$ cat src/rtl/vram_block_dma.sv
module vram_block_dma #(
  parameter int          LINE_W        = 8,
  parameter int          VISIBLE_LINES = 144,
  parameter logic [2:0]  WIN_TOP       = 3'b100
) (
  input  logic              clk,
  input  logic              rst_n,
  input  logic [2:0]        cpu_sel,
  input  logic              cpu_wr,
  input  logic [7:0]        cpu_wdata,
  output logic [7:0]        cpu_rdata,
  output logic              cpu_stall,
  output logic              mem_rd_en,
  output logic [15:0]       mem_rd_addr,
  input  logic [7:0]        mem_rd_data,
  output logic              mem_wr_en,
  output logic [15:0]       mem_wr_addr,
  output logic [7:0]        mem_wr_data,
  input  logic [LINE_W-1:0] line_num,
  input  logic              hblank,
  input  logic              disp_en
);

  localparam logic [2:0] SEL_SRC_HI = 3'd0;
  localparam logic [2:0] SEL_SRC_LO = 3'd1;
  localparam logic [2:0] SEL_DST_HI = 3'd2;
  localparam logic [2:0] SEL_DST_LO = 3'd3;
  localparam logic [2:0] SEL_CTRL   = 3'd4;
  localparam logic [LINE_W-1:0] VIS = LINE_W'(VISIBLE_LINES);

  typedef enum logic [1:0] {ST_IDLE, ST_RD, ST_WR} st_t;

  st_t        st_q;
  logic [11:0] src_q;
  logic [8:0]  dst_q;
  logic [6:0]  cnt_q;
  logic [3:0]  idx_q;
  logic        active_q, paced_q, pend_q, fresh_q, hb_q;

  logic bus_ok, ctrl_wr, cancel, blk_go, blk_end, win_end;

  assign cpu_stall = active_q && !paced_q;
  assign bus_ok    = cpu_wr && !cpu_stall;
  assign ctrl_wr   = bus_ok && (cpu_sel == SEL_CTRL);
  assign cancel    = ctrl_wr && !cpu_wdata[7] && active_q && paced_q;
  assign blk_go    = (st_q == ST_IDLE) && active_q && paced_q && disp_en &&
                     hblank && !hb_q && (line_num < VIS);
  assign blk_end   = (st_q == ST_WR) && (idx_q == 4'hF);
  assign win_end   = (dst_q == 9'h1FF);

  assign mem_rd_en   = (st_q == ST_RD);
  assign mem_rd_addr = {src_q, idx_q};
  assign mem_wr_en   = (st_q == ST_WR);
  assign mem_wr_addr = {WIN_TOP, dst_q, idx_q};
  assign mem_wr_data = mem_rd_data;

  assign cpu_rdata = (cpu_sel != SEL_CTRL) ? 8'hFF :
                     fresh_q ? 8'hFF : {!active_q, cnt_q};

  always_ff @(posedge clk or negedge rst_n) begin
    if (!rst_n) begin
      st_q     <= ST_IDLE;
      src_q    <= '0;
      dst_q    <= '0;
      cnt_q    <= '0;
      idx_q    <= '0;
      active_q <= 1'b0;
      paced_q  <= 1'b0;
      pend_q   <= 1'b0;
      fresh_q  <= 1'b1;
      hb_q     <= 1'b0;
    end else begin
      hb_q <= hblank;

      if (bus_ok && cpu_sel == SEL_SRC_HI) src_q[11:4] <= cpu_wdata;
      if (bus_ok && cpu_sel == SEL_SRC_LO) src_q[3:0]  <= cpu_wdata[7:4];
      if (bus_ok && cpu_sel == SEL_DST_HI) dst_q[8:4]  <= cpu_wdata[4:0];
      if (bus_ok && cpu_sel == SEL_DST_LO) dst_q[3:0]  <= cpu_wdata[7:4];

      if (pend_q && disp_en) begin
        active_q <= 1'b1;
        pend_q   <= 1'b0;
      end

      case (st_q)
        ST_IDLE: if (blk_go) begin
          st_q  <= ST_RD;
          idx_q <= '0;
        end
        ST_RD: st_q <= ST_WR;
        ST_WR: begin
          if (blk_end) begin
            src_q <= src_q + 12'd1;
            dst_q <= dst_q + 9'd1;
            idx_q <= '0;
            if (win_end || cnt_q == 7'd0) begin
              active_q <= 1'b0;
              pend_q   <= 1'b0;
              cnt_q    <= '0;
              st_q     <= ST_IDLE;
            end else begin
              cnt_q <= cnt_q - 7'd1;
              st_q  <= paced_q ? ST_IDLE : ST_RD;
            end
          end else begin
            idx_q <= idx_q + 4'd1;
            st_q  <= ST_RD;
          end
        end
        default: st_q <= ST_IDLE;
      endcase

      if (ctrl_wr) begin
        fresh_q <= 1'b0;
        cnt_q   <= cpu_wdata[6:0];
        if (cancel) begin
          active_q <= 1'b0;
          pend_q   <= 1'b0;
          st_q     <= ST_IDLE;
        end else if (cpu_wdata[7]) begin
          paced_q <= 1'b1;
          pend_q  <= 1'b1;
        end else begin
          paced_q  <= 1'b0;
          pend_q   <= 1'b0;
          active_q <= 1'b1;
          st_q     <= ST_RD;
          idx_q    <= '0;
        end
      end
    end
  end

  assert_rd_then_wr_R4: assert property (@(posedge clk) disable iff (!rst_n)
    (mem_rd_en && !cancel) |=> mem_wr_en);

  assert_wr_follows_rd_R4: assert property (@(posedge clk) disable iff (!rst_n)
    mem_wr_en |-> (mem_wr_addr[3:0] == $past(mem_rd_addr[3:0]) && $past(mem_rd_en)));

  assert_stall_copies_R5: assert property (@(posedge clk) disable iff (!rst_n)
    $rose(cpu_stall) |-> mem_rd_en);

  assert_paced_start_on_edge_R8: assert property (@(posedge clk) disable iff (!rst_n)
    (mem_rd_en && paced_q && $past(st_q) == ST_IDLE) |-> ($past(hblank) && !$past(hb_q)));

  assert_cancel_stops_R9: assert property (@(posedge clk) disable iff (!rst_n)
    cancel |=> (!active_q && !pend_q && !mem_rd_en && !mem_wr_en));

  assert_count_moves_down_R11: assert property (@(posedge clk) disable iff (!rst_n)
    (!$past(ctrl_wr) && cnt_q != $past(cnt_q)) |-> (cnt_q < $past(cnt_q)));

endmodule

$ cat config.mk
export PLATFORM = sky130hd
export DESIGN_NAME = vram_block_dma
export DESIGN_NICKNAME = d
export VERILOG_FILES = /design/src/rtl/vram_block_dma.sv
export SDC_FILE = /design/constraint.sdc
export NUM_CORES = 1
export LEC_CHECK = 0
export CORE_AREA = 2 2 69 98
export DETAILED_ROUTE_END_ITERATION = 8
export DIE_AREA = 0 0 71 100
export HOLD_SLACK_MARGIN = 0.05
export PLACE_DENSITY_LB_ADDON = 0.15
export SYNTH_ARGS = -nofsm -noshare
export SYNTH_HDL_FRONTEND = slang
export SYNTH_SLANG_ARGS = --single-unit
$ cat constraint.sdc
create_clock -name clk -period 1.7 [get_ports clk]
set_input_delay 0.255 -clock clk [delete_from_list [all_inputs] [get_ports clk]]
set_output_delay 0.255 -clock clk [all_outputs]
set_load 0.03 [all_outputs]
==> impl_results.md <==
- Status: finished with violations
- Failing checks: setup timing
- Avg WL per Cell: 17.23 um
- Commonest non-fill, non-tap cell in the layout: buf_4
- HP Class: primary input to register
- Port bufs: 59
- Synth area leaders: dfrtp_1, buf_4, nand2_1
- Syn. warnings: 0
- Commonest register cell after synthesis: dfrtp_1
- Die Wd: 71 um
- Post-DP HPWL: 6325 um
- DRC errors left: 0
- Hold-critical path depth: 1
- Cells after DPL: 477
- Fin Clk Skew: 0.008085 ns
- Final WL: 8529 um
- CTS Buffer Depth: 2
- Die height: 100 um
- Ports: 83
- Clk slew on worst S/H paths: 0.09 ns
- Max-slew violation count: 0
- WL met1: 3357 um
- Clock Latency Late Sink: 0.30 ns
- Global-route wire length before repair: 13560 um
- Clk root buf: clkbuf_8
- Bufs and invs on worst path: 3
- WP depth: 7
- Grt total ovfl: 0
- Antenna Nets Post-Route: 0
- Most used cell, CP: buf_4
- Synth unique cells: 57
- Vias after detailed routing: 2819
- Peak VDD IR: 0.0009560 V
- Sw Pwr: 2.193 mW
- Internal power: 3.016 mW
- Comb power frac: 53.0%
- Tot Pwr: 5.209 mW
- Slew of the pin with the lowest slew margin: 0.5008 ns
- Sw frac: 42.10%
- Vias per cell: 5.695
- Syn Area/Cell: 8.682 sq um
- Initial antenna violation count: 0
- Metal3 WL: 461 um
- Filler Cell Count: 538
- Non-Filler Instances: 495
- Yosys reg bits: 39
- Post-synthesis cell count: 295
- Final period util: 101.6%
- CP max FO: 5
- Final hold vios: 0
- RSZ-0062 raised after global routing: yes
- Slowest-stage cell, CP: clkdlybuf4s50_1
- Top sig layer: met4
- Top cell type's share of synthesized area: 37.13%
- Net count, final: 457
- Clk network pwr share: 18.3%
- GRT Total Usage: 24.19%
- Minimum clock period: 1.728 ns
- Type of origin of the critical path: primary input
- Layout cells sized above 1: 38.24%
- Finished Cell Area: 0.004108 sq mm
- # setup viols final: 3
- Critical Setup Path Class: primary input to register
- Initial Utilization: 40.33%
- P&R area growth vs syn: 60.38%
- Sequential share of power: 28.6%
- Biggest cell delay along the critical path: 0.44 ns
- DRT Pass-1 Iters: 5
- Synth area leader: dfrtp_1
- CTS Sinks: 39
- Final Hold Slack: 0.4240 ns
- Vias in the first global route: 2833
- Critical path capture point type: register
- Slew HR: 66.61%
- Total CTS buffers: 5
- Post-synthesis sequential area ratio: 38.15%
- EDFF count, synth: 0
- Post-Route Utilization: 64.69%
- Fmax achieved: 578.8 MHz
- Largest net degree at the start of global routing: 22
- Worst path required time: 1.89 ns
- CP Data Arrival Time: 1.92 ns
- Pwr Density: 1268 mW/mm^2
- Max-cap check violation count: 0
- Synth async-reset ratio: 100.0%
- CTS H-tree depth: 2
- CTS tree: built
- R2r worst-path depth: 5
- Cell Chain, Critical Path: clkdlybuf4s50_1 -> buf_4 -> nor2b_1 -> buf_4 -> nand3_1 -> mux2_4 -> a221o_1
- DIE AREA: 0.007100 sq mm
- Core area: 0.006350 sq mm
- Met2 wire len: 4484 um
- Leakage Power: 1.857 nW
- RePlAce Congestion: 0.8738
- Commonest cells after routing, fill and taps aside: buf_4, dfrtp_1, nand2_1, clkdlybuf4s50_1, dlygate4sd2_1
- Delay-heaviest family, CP: buffers and inverters
- Dpl cell area: 0.003769 sq mm
- Num rows: 35
- Detailed Route Iter0 Violations: 138
- Synth Cell Area: 0.002561 sq mm
- Worst Setup Slack, final: -0.02769 ns
- Ant diodes: 0
Yosys cell counts (2+ instances only):
master    instances
dfrtp_1          38
nand2_1          23
a21oi_1          17
nor2_1           17
buf_4            16
nand3_1          16
inv_1            15
nor3_1           15
o21ai_0          10
and3_1            9
a31oi_1           8
or3_1             8
clkbuf_1          7
nor4_1            7
o221a_2           6
a211oi_1          5
ha_1              5
mux2i_1           5
nand2b_1          5
buf_2             4
nand4b_1          4
o31ai_1           4
mux2_2            3
nand3b_1          3
nand4_1           3
nor2b_1           3
a211o_1           2
a221o_1           2
a22oi_1           2
a32o_1            2
and2_1            2
conb_1            2
o211ai_1          2
o21a_1            2
per-stage QoR:
stage | setup TNS (ns) | setup slack, ns
after floorplan | -0.3588 | -0.1523
after global placement | -9.023 | -0.4256
after global routing | -0.3814 | -0.06821
after detailed placement | -9.731 | -0.4527
final | -0.05900 | -0.02769
after CTS | -0.2339 | -0.1031
power groups by stage:
stage                     sequential, mW  combinational, mW  clock [mW]
after floorplan                     1.96               1.06           0
after global placement              1.49               2.76           0
after detailed placement            1.51               2.78           0
after CTS                           1.49               2.73       0.963
after global routing                1.52               2.99       0.995
final                               1.49               2.76       0.955
worst reg2reg max path, delay by kind of cell (launching register included):
kind | cells | cell delay (ns)
compound gates | 1 | 0.21
fa+ha+maj | 1 | 0.14
flops | 1 | 0.40
simple gates | 3 | 0.91
timing repair:
| item | in CTS | in global routing |
|---|---|---|
| pin swaps | 9 | 13 |
| hold endpoints to repair | 18 | 0 |
| hold buffers | 1 | 0 |
| buffers inserted | 5 | 4 |
| endpoints found under the setup margin | 37 | 34 |
| resized for setup | 72 | 30 |
cell families (layout without fill, tap and decap cells):
group	count (synthesis)	count (layout)	share of synthesized area, %
other	2	3	0.2932
adders and majority gates	5	5	2.443
DFF	39	39	38.15
and+or+nand+nor	126	126	27.26
buffers and inverters	44	169	9.038
muxes	8	8	3.273
AOI/OAI and AO/OA	71	71	19.54
path summary, 6_finish.rpt:
| path | end | slack (ns) | start |
|---|---|---|---|
| min reg2reg | paced_q | 0.57 | paced_q |
| max | src_q[6] | -0.03 | cpu_sel[2] |
| max in group asynchronous | fresh_q | 0.69 | rst_n |
| max reg2reg | src_q[10] | -0.03 | src_q[0] |
| min in group asynchronous | hb_q | 0.45 | rst_n |
| min | hb_q | 0.42 | hblank |
registers in the layout, indices dropped and copies added (netlist names):
signal    cells
pend_q        1
hb_q          1
fresh_q       1
cnt_q         7
src_q        12
dst_q         9
st_q          2
idx_q         4
active_q      1
paced_q       1
layout make-up:
| cell class | instances | area [sq um] | share of cell area, % |
|---|---|---|---|
| Multi-Input combinational cell | 213 | 1593 | 38.78 |
| Timing Repair Buffer | 145 | 1240 | 30.19 |
| Sequential cell | 39 | 987.2 | 24.03 |
| Tap cell | 74 | 92.59 | 2.254 |
| Clock buffer | 6 | 72.57 | 1.767 |
| Inverter | 16 | 62.56 | 1.523 |
| Clock inverter | 2 | 60.06 | 1.462 |
routing by layer:
metal | GRT usage [%] | vias to the layer above
li1 | - | 1334
met1 | 28.32 | 1382
met2 | 43.28 | 85
met3 | 3.815 | 18
met4 | 10.45 | 0
met5 | 0 | -
Power figures use the tool's default switching activity.
